<file path="config.mk">
export PLATFORM = sky130hd
export DESIGN_NAME = otp_fuse_ctrl
export DESIGN_NICKNAME = d
export VERILOG_FILES = /design/src/rtl/otp_fuse_pkg.sv /design/src/rtl/otp_reg_dp.sv /design/src/rtl/otp_ctl_fsm.sv /design/src/rtl/otp_fuse_ctrl.sv
export SDC_FILE = /design/constraint.sdc
export NUM_CORES = 2
export LEC_CHECK = 0
export BUFFER_PORTS_ARGS = -buffer_cell sky130_fd_sc_hd__buf_2
export CAP_MARGIN = 40
export CORE_MARGIN = 3
export CORE_UTILIZATION = 35
export DETAILED_ROUTE_END_ITERATION = 16
export PLACE_DENSITY = 0.48
export SLEW_MARGIN = 20
export SYNTH_ARGS = -nofsm -noshare
export SYNTH_HDL_FRONTEND = slang
export SYNTH_SLANG_ARGS = --single-unit
</file>
<file path="constraint.sdc">
create_clock -name clk -period 2.8 [get_ports clk]
set_input_delay 0.56 -clock clk [delete_from_list [all_inputs] [get_ports clk]]
set_output_delay 0.56 -clock clk [all_outputs]
set_load 0.005 [all_outputs]
</file>
<file path="src/rtl/otp_fuse_pkg.sv">
package otp_fuse_pkg;
  localparam int DW          = 32;
  localparam int SEL_W       = 8;
  localparam int KEY_W       = 16;
  localparam logic [KEY_W-1:0] UNLOCK_KEY = 16'h3E77;

  localparam int OFS_CTRL    = 'h000;
  localparam int OFS_SET     = 'h004;
  localparam int OFS_CLR     = 'h008;
  localparam int OFS_TIMING  = 'h010;
  localparam int OFS_DATA    = 'h020;
  localparam int OFS_SHADOW  = 'h400;

  localparam int BIT_BUSY    = 8;
  localparam int BIT_ERR     = 9;
  localparam int BIT_RELOAD  = 10;

  typedef struct packed {
    logic             progReq;
    logic             reloadReq;
    logic             keyOk;
    logic             idxOk;
    logic [SEL_W-1:0] idx;
  } reqEvt_t;

  typedef struct packed {
    logic             busy;
    logic             reloading;
    logic             setErr;
    logic             shadowWe;
    logic [SEL_W-1:0] shadowIdx;
  } ctrlStrb_t;

  typedef enum logic [1:0] {ST_IDLE, ST_PROG, ST_QUIET, ST_RELOAD} ctlState_e;
endpackage

</file>
<file path="src/rtl/otp_reg_dp.sv">
module otp_reg_dp
  import otp_fuse_pkg::*;
#(
  parameter int NUM_WORDS = 32,
  parameter int BUS_AW    = 12
) (
  input  logic              clk,
  input  logic              rstN,
  input  logic              busWe,
  input  logic [BUS_AW-1:0] busAddr,
  input  logic [DW-1:0]     busWdata,
  output logic [DW-1:0]     busRdata,
  input  ctrlStrb_t         strb,
  input  logic [DW-1:0]     fuseRdata,
  output reqEvt_t           evt,
  output logic [DW-1:0]     progData,
  output logic [DW-1:0]     timingCfg
);
  localparam int IDXW = (NUM_WORDS > 1) ? $clog2(NUM_WORDS) : 1;

  logic [SEL_W-1:0] selQ;
  logic [KEY_W-1:0] keyQ;
  logic             errQ;
  logic [DW-1:0]    timingQ;
  logic [DW-1:0]    dataQ;
  logic [DW-1:0]    shadowWord [NUM_WORDS];

  logic wrCtrl, wrSet, wrClr, wrTim, wrData;
  assign wrCtrl = busWe && (busAddr == BUS_AW'(OFS_CTRL));
  assign wrSet  = busWe && (busAddr == BUS_AW'(OFS_SET));
  assign wrClr  = busWe && (busAddr == BUS_AW'(OFS_CLR));
  assign wrTim  = busWe && (busAddr == BUS_AW'(OFS_TIMING));
  assign wrData = busWe && (busAddr == BUS_AW'(OFS_DATA));

  assign evt.progReq   = wrData;
  assign evt.reloadReq = (wrCtrl || wrSet) && busWdata[BIT_RELOAD];
  assign evt.keyOk     = (keyQ == UNLOCK_KEY);
  assign evt.idxOk     = (int'(selQ) < NUM_WORDS);
  assign evt.idx       = selQ;

  always_ff @(posedge clk) begin
    if (!rstN) begin
      selQ    <= '0;
      keyQ    <= '0;
      errQ    <= 1'b0;
      timingQ <= '0;
      dataQ   <= '0;
    end else begin
      if (wrCtrl) begin
        selQ <= busWdata[SEL_W-1:0];
        keyQ <= busWdata[DW-1 -: KEY_W];
      end else if (wrSet) begin
        selQ <= selQ | busWdata[SEL_W-1:0];
        keyQ <= keyQ | busWdata[DW-1 -: KEY_W];
      end else if (wrClr) begin
        selQ <= selQ & ~busWdata[SEL_W-1:0];
        keyQ <= keyQ & ~busWdata[DW-1 -: KEY_W];
      end else if (wrData) begin
        keyQ <= '0;
      end
      if (strb.setErr) errQ <= 1'b1;
      else if (wrClr && busWdata[BIT_ERR]) errQ <= 1'b0;
      if (wrTim) timingQ <= busWdata;
      if (wrData && !strb.busy) dataQ <= busWdata;
    end
  end

  for (genvar gi = 0; gi < NUM_WORDS; gi++) begin : g_shadow
    logic [DW-1:0] wordQ;
    always_ff @(posedge clk) begin
      if (!rstN) wordQ <= '0;
      else if (strb.shadowWe && strb.shadowIdx == SEL_W'(gi)) wordQ <= fuseRdata;
    end
    assign shadowWord[gi] = wordQ;
  end

  logic [BUS_AW-1:0] shOff;
  logic [BUS_AW-5:0] shSel;
  logic              shHit;
  assign shOff = busAddr - BUS_AW'(OFS_SHADOW);
  assign shSel = shOff[BUS_AW-1:4];
  assign shHit = (busAddr >= BUS_AW'(OFS_SHADOW)) && (busAddr[3:0] == 4'd0)
                 && (int'(shSel) < NUM_WORDS);

  always_comb begin
    busRdata = '0;
    if (busAddr == BUS_AW'(OFS_CTRL) || busAddr == BUS_AW'(OFS_SET)
        || busAddr == BUS_AW'(OFS_CLR)) begin
      busRdata = {keyQ, 5'd0, strb.reloading, errQ, strb.busy, selQ};
    end else if (busAddr == BUS_AW'(OFS_TIMING)) begin
      busRdata = timingQ;
    end else if (shHit) begin
      busRdata = shadowWord[shSel[IDXW-1:0]];
    end
  end

  assign progData  = dataQ;
  assign timingCfg = timingQ;

  p_key_selfclear_r5: assert property (@(posedge clk) disable iff (!rstN)
    evt.progReq |=> (keyQ == '0));
  p_busy_cmd_err_r8: assert property (@(posedge clk) disable iff (!rstN)
    (strb.busy && evt.progReq) |=> errQ);
  p_err_sticky_r11: assert property (@(posedge clk) disable iff (!rstN)
    (errQ && !(wrClr && busWdata[BIT_ERR])) |=> errQ);
  p_data_hold_r4: assert property (@(posedge clk) disable iff (!rstN)
    strb.busy |=> $stable(dataQ));
endmodule

</file>
<file path="src/rtl/otp_ctl_fsm.sv">
module otp_ctl_fsm
  import otp_fuse_pkg::*;
#(
  parameter int NUM_WORDS    = 32,
  parameter int QUIET_CYCLES = 200
) (
  input  logic             clk,
  input  logic             rstN,
  input  reqEvt_t          evt,
  input  logic             fuseAck,
  input  logic             fuseErr,
  output ctrlStrb_t        strb,
  output logic             fuseReq,
  output logic             fuseProg,
  output logic [SEL_W-1:0] fuseIdx
);
  localparam int QW = (QUIET_CYCLES > 1) ? $clog2(QUIET_CYCLES) : 1;

  ctlState_e        state;
  logic [SEL_W-1:0] idxQ;
  logic [QW-1:0]    quietCnt;
  logic             busy, accept, startReload, lastWord;

  assign busy        = (state != ST_IDLE);
  assign accept      = (state == ST_IDLE) && evt.progReq && evt.keyOk && evt.idxOk;
  assign startReload = (state == ST_IDLE) && evt.reloadReq;
  assign lastWord    = (idxQ == SEL_W'(NUM_WORDS - 1));

  always_ff @(posedge clk) begin
    if (!rstN) begin
      state    <= ST_IDLE;
      idxQ     <= '0;
      quietCnt <= '0;
    end else begin
      unique case (state)
        ST_IDLE: begin
          if (accept) begin
            state <= ST_PROG;
            idxQ  <= evt.idx;
          end else if (startReload) begin
            state <= ST_RELOAD;
            idxQ  <= '0;
          end
        end
        ST_PROG: begin
          if (fuseAck) begin
            state    <= ST_QUIET;
            quietCnt <= '0;
          end
        end
        ST_QUIET: begin
          if (quietCnt == QW'(QUIET_CYCLES - 1)) state <= ST_IDLE;
          else quietCnt <= quietCnt + 1'b1;
        end
        ST_RELOAD: begin
          if (fuseAck) begin
            if (lastWord) state <= ST_IDLE;
            else idxQ <= idxQ + 1'b1;
          end
        end
        default: state <= ST_IDLE;
      endcase
    end
  end

  assign fuseReq  = (state == ST_PROG) || (state == ST_RELOAD);
  assign fuseProg = (state == ST_PROG);
  assign fuseIdx  = idxQ;

  assign strb.busy      = busy;
  assign strb.reloading = (state == ST_RELOAD);
  assign strb.setErr    = (evt.progReq && !accept) || (evt.reloadReq && busy)
                          || (fuseReq && fuseAck && fuseErr);
  assign strb.shadowWe  = (state == ST_RELOAD) && fuseAck;
  assign strb.shadowIdx = idxQ;

  p_req_hold_r4: assert property (@(posedge clk) disable iff (!rstN)
    (fuseReq && !fuseAck) |=> (fuseReq && $stable(fuseIdx) && $stable(fuseProg)));
  p_no_prog_badkey_r5: assert property (@(posedge clk) disable iff (!rstN)
    (state == ST_IDLE && evt.progReq && !evt.keyOk) |=> !fuseReq);
  p_quiet_len_r7: assert property (@(posedge clk) disable iff (!rstN)
    (state == ST_QUIET && quietCnt != QW'(QUIET_CYCLES - 1)) |=> strb.busy && !fuseReq);
  p_prog_then_quiet_r7: assert property (@(posedge clk) disable iff (!rstN)
    (fuseProg && fuseAck) |=> (strb.busy && !fuseReq));
  p_reload_order_r9: assert property (@(posedge clk) disable iff (!rstN)
    (strb.reloading && fuseAck && !lastWord) |=> (fuseIdx == $past(fuseIdx) + 1'b1));
endmodule

</file>
<file path="src/rtl/otp_fuse_ctrl.sv">
module otp_fuse_ctrl
  import otp_fuse_pkg::*;
#(
  parameter int NUM_WORDS    = 32,
  parameter int QUIET_CYCLES = 200,
  parameter int BUS_AW       = 12
) (
  input  logic              clk,
  input  logic              rstN,
  input  logic              busWe,
  input  logic [BUS_AW-1:0] busAddr,
  input  logic [31:0]       busWdata,
  output logic [31:0]       busRdata,
  output logic              fuseReq,
  output logic              fuseProg,
  output logic [7:0]        fuseIdx,
  output logic [31:0]       fuseWdata,
  input  logic              fuseAck,
  input  logic              fuseErr,
  input  logic [31:0]       fuseRdata,
  output logic [31:0]       timingCfg
);
  reqEvt_t   evt;
  ctrlStrb_t strb;

  otp_reg_dp #(.NUM_WORDS(NUM_WORDS), .BUS_AW(BUS_AW)) u_dp (
    .clk(clk), .rstN(rstN), .busWe(busWe), .busAddr(busAddr),
    .busWdata(busWdata), .busRdata(busRdata), .strb(strb),
    .fuseRdata(fuseRdata), .evt(evt), .progData(fuseWdata),
    .timingCfg(timingCfg)
  );

  otp_ctl_fsm #(.NUM_WORDS(NUM_WORDS), .QUIET_CYCLES(QUIET_CYCLES)) u_ctl (
    .clk(clk), .rstN(rstN), .evt(evt), .fuseAck(fuseAck), .fuseErr(fuseErr),
    .strb(strb), .fuseReq(fuseReq), .fuseProg(fuseProg), .fuseIdx(fuseIdx)
  );
endmodule

</file>
==> impl_metrics.toml <==
[outcome]
run_status = "finished with violations"
violations = "setup timing"

[critical_path]
crit_top_cell = "mux4_2"
crit_family = "multiplexers"
worst-path-buf-inv = 2
worst_ep_arrival_time_ps = 2630
critical_path_required_ps = 2240
crit_slowest_cell = "mux4_2"
reg2reg_depth = 8
r2r_start = "u_ctl.state[1]"
crit_type = "register to primary output"
worstReg2RegEnd = "u_dp.g_shadow[29].wordQ[22]"
worstPathCellList = "mux4_2 > mux4_2 > nand2_1 > o311ai_1 > buf_4 > buf_6"
cpPeakStageDelay_ps = 570
end_kind = "primary output"
reg2reg_slack_ps = 330
cp_max_fo = 2
worstSetupStartpointType = "register"

[yosys]
syn-instance-count = 5959
yosys_most_used_dff = "dfxtp_1"
yosys-top-cells-area = "dfxtp_1 44%, nand2_1 16%, a21boi_0 15%"
async_reset_ff_share_pct = 0
synth.distinct_cells = 63
synth-seq-cells = 1131
synth_edf_count = 0
synth_common_cells = "2232 x nand2_1, 1131 x dfxtp_1, 1012 x a21boi_0"
synth.cell_area_sq_um = 51500
yosysWarnings = 0
yosys.area.top_type = "dfxtp_1"
avgSynthCellArea_sq_um = 8.64
netlist.area_leader.share_pct = 44.0
synth_nets = 6050
synth_most_common_cell = "nand2_1"
seq_area_frac_synth_pct = 44.0

[grt]
grt_start_max_net_pins = 116
grt_overflow = 0
grt_pass1_vias = 42100
antenna_found_initial = 13
gr-usage-all-layers_pct = 26.0
grt_pass1_wl_um = 295000

[detailed_routing]
remaining_drc_errors = 0
vias_per_cell = 5.36
drtPass1Iterations = 6
vias = 43600
drt_iter0_drc = 4052
wl_per_cell_um = 24.8
ant_nets = 0
wirelength_um = 202000

[cts]
cts-root-buf = "clkbuf_16"
clock-sinks = 1131
cts_max_level = 4
clkSlewWorstSetupHoldPaths_ps = 60
cts_buffers = 135
cts_tree = "built"
clk_latency_ps = 770
clockBufferDepth = 3

[min_path]
min_path_cells = 3
min-delay-path-class = "input port to register"
hold_start = "busWdata[14]"
holdPathEnd = "u_dp.timingCfg[14]"

[place]
dp_hpwl_um = 123000
numPortBuffers = 186
gp_congestion = 0.819

[power_and_ir_drop]
p_leak_uw = 0.0219
vdd_drop_max_mv = 0.656
power_density_nw_per_um2 = 591

[sta]
period_minus_slack_ps = 3190
fin_skew_ps = 24.2
hold_viol_final = 0
fmax_ghz = 0.313
setup_slack_ps = -392
setup_viol = 32
rsz0062_at_grt = "yes"
finalCritPeriodShare_pct = 114
worst_slew_pin_slew_ps = 907
drv_slew = 0
whs_ps = 57.3
relSlewSlack_pct = 39.5

[floorplan]
ios = 187
die_area_sq_um = 152000
core_area_sq_um = 146000
initial_core_util_pct = 35.3
die_w_um = 389
die_y_um = 389
num_rows = 140

[cells_and_area]
final_util_pct = 43.8
drive_above_1_share_pct = 21.3
syn2layout_area_growth_pct = 24.3
fin_nets = 6205

[job]
maxCapViolCount = 0
-- registers in the layout, indices dropped and copies added, names as in the netlist, named ones only --
register and count:
u_dp.g_shadow.wordQ 1024, u_dp.progData 32, u_dp.timingCfg 32, u_dp.keyQ 16
u_ctl.fuseIdx 8, u_ctl.quietCnt 8, u_ctl.state 2, u_dp.errQ 1
-- worst min-delay path: stages --
cell	delay [ps]
buf_2	120
nand2_1	60
a21boi_1	50
-- metal layers --
| metal | up-vias | GRT usage, % | part of all wire [%] |
|---|---|---|---|
| met3 | 286 | 3.94 | 5.2 |
| met4 | 6 | 8.74 | 3.2 |
| li1 | 20400 | - | - |
| met2 | 1268 | 43.1 | 48 |
| met1 | 21600 | 34.7 | 44 |
| met5 | - | 0 | 0.019 |
-- cell type report --
type | instances | area, sq um
Clock inverter | 36 | 465
Timing Repair Buffer | 621 | 6480
Antenna cell | 2 | 5.00
Multi-Input combinational cell | 4215 | 27800
Tap cell | 1917 | 2400
Fill cell | 13900 | 81900
Clock buffer | 209 | 4100
Sequential cell | 1131 | 22700
Inverter | 10 | 37.5
-- timing repair --
action,4_1_cts,5_1_grt
cloned,16,2
pin swaps,79,48
setup buffers,47,7
setup endpoints to repair,32,32
hold buffers,5,0
gates resized for setup,269,73
endpoints found under the hold margin,8,0
-- worst max path at each step --
stage                                           start      endpoint  slack [ps]  cells past startpoint
after floorplan                            busAddr[4]  busRdata[16]         -30                      8
after global placement                     busAddr[7]  busRdata[22]        -820                     10
after detailed placement                   busAddr[7]  busRdata[22]        -820                     10
after CTS                 u_dp.g_shadow[15].wordQ[30]  busRdata[30]        -450                      6
after global routing      u_dp.g_shadow[15].wordQ[30]  busRdata[30]        -480                      6
final                     u_dp.g_shadow[15].wordQ[30]  busRdata[30]        -390                      6
-- cell families after synthesis --
kind of cell,Yosys count,synth area share (%)
multiplexers,360,12.1
XOR/XNOR,10,0.170
AND/OR/NAND/NOR,2462,18.9
adder cells (fa/ha/maj),10,0.243
flip-flops,1131,44.0
buffers and inverters,613,4.89
AO/OA/AOI/OAI,1373,19.7
-- cells in the final DEF (no fill, tap or decap), types with 21 or more instances in the layout --
| cell | n |
|---|---|
| dfxtp_1 | 1103 |
| buf_2 | 169 |
| a21boi_0 | 1012 |
| mux2i_1 | 114 |
| o22ai_2 | 25 |
| a22oi_1 | 52 |
| buf_4 | 253 |
| mux4_2 | 205 |
| clkbuf_8 | 33 |
| buf_12 | 116 |
| buf_6 | 41 |
| a21boi_1 | 96 |
| nand3_2 | 39 |
| o21ai_0 | 27 |
| nand2_1 | 2222 |
| dfxtp_2 | 28 |
| mux2_2 | 22 |
| a21oi_1 | 25 |
| nor3_1 | 22 |
| and3_2 | 25 |
| buf_16 | 21 |
| clkbuf_16 | 144 |
| clkbuf_1 | 36 |
-- through the flow --
| step | instance area (sq um) | worst slack [ps] | std cells | setup TNS, ps | total power [uW] |
|---|---|---|---|---|---|
| after floorplan | 51500 | -27.8 | 5959 | -324 | 18200 |
| after global placement | 56500 | -823 | 7816 | -16370 | 19600 |
| after detailed placement | 56600 | -820 | 7820 | -16530 | 19600 |
| after CTS | 63400 | -454 | 8127 | -8660 | 38000 |
| after global routing | 64000 | -481 | 8141 | -8980 | 38900 |
| final | 64000 | -392 | 8141 | -7930 | 37800 |
-- where the power goes --
part | internal, uW | switching (uW) | leakage (uW)
sequential | 16200 | 77.2 | 0.00912
combinational | 1350 | 2030 | 0.0105
clock | 10900 | 7250 | 0.00224
No activity file was read; power rests on OpenSTA's default activity.
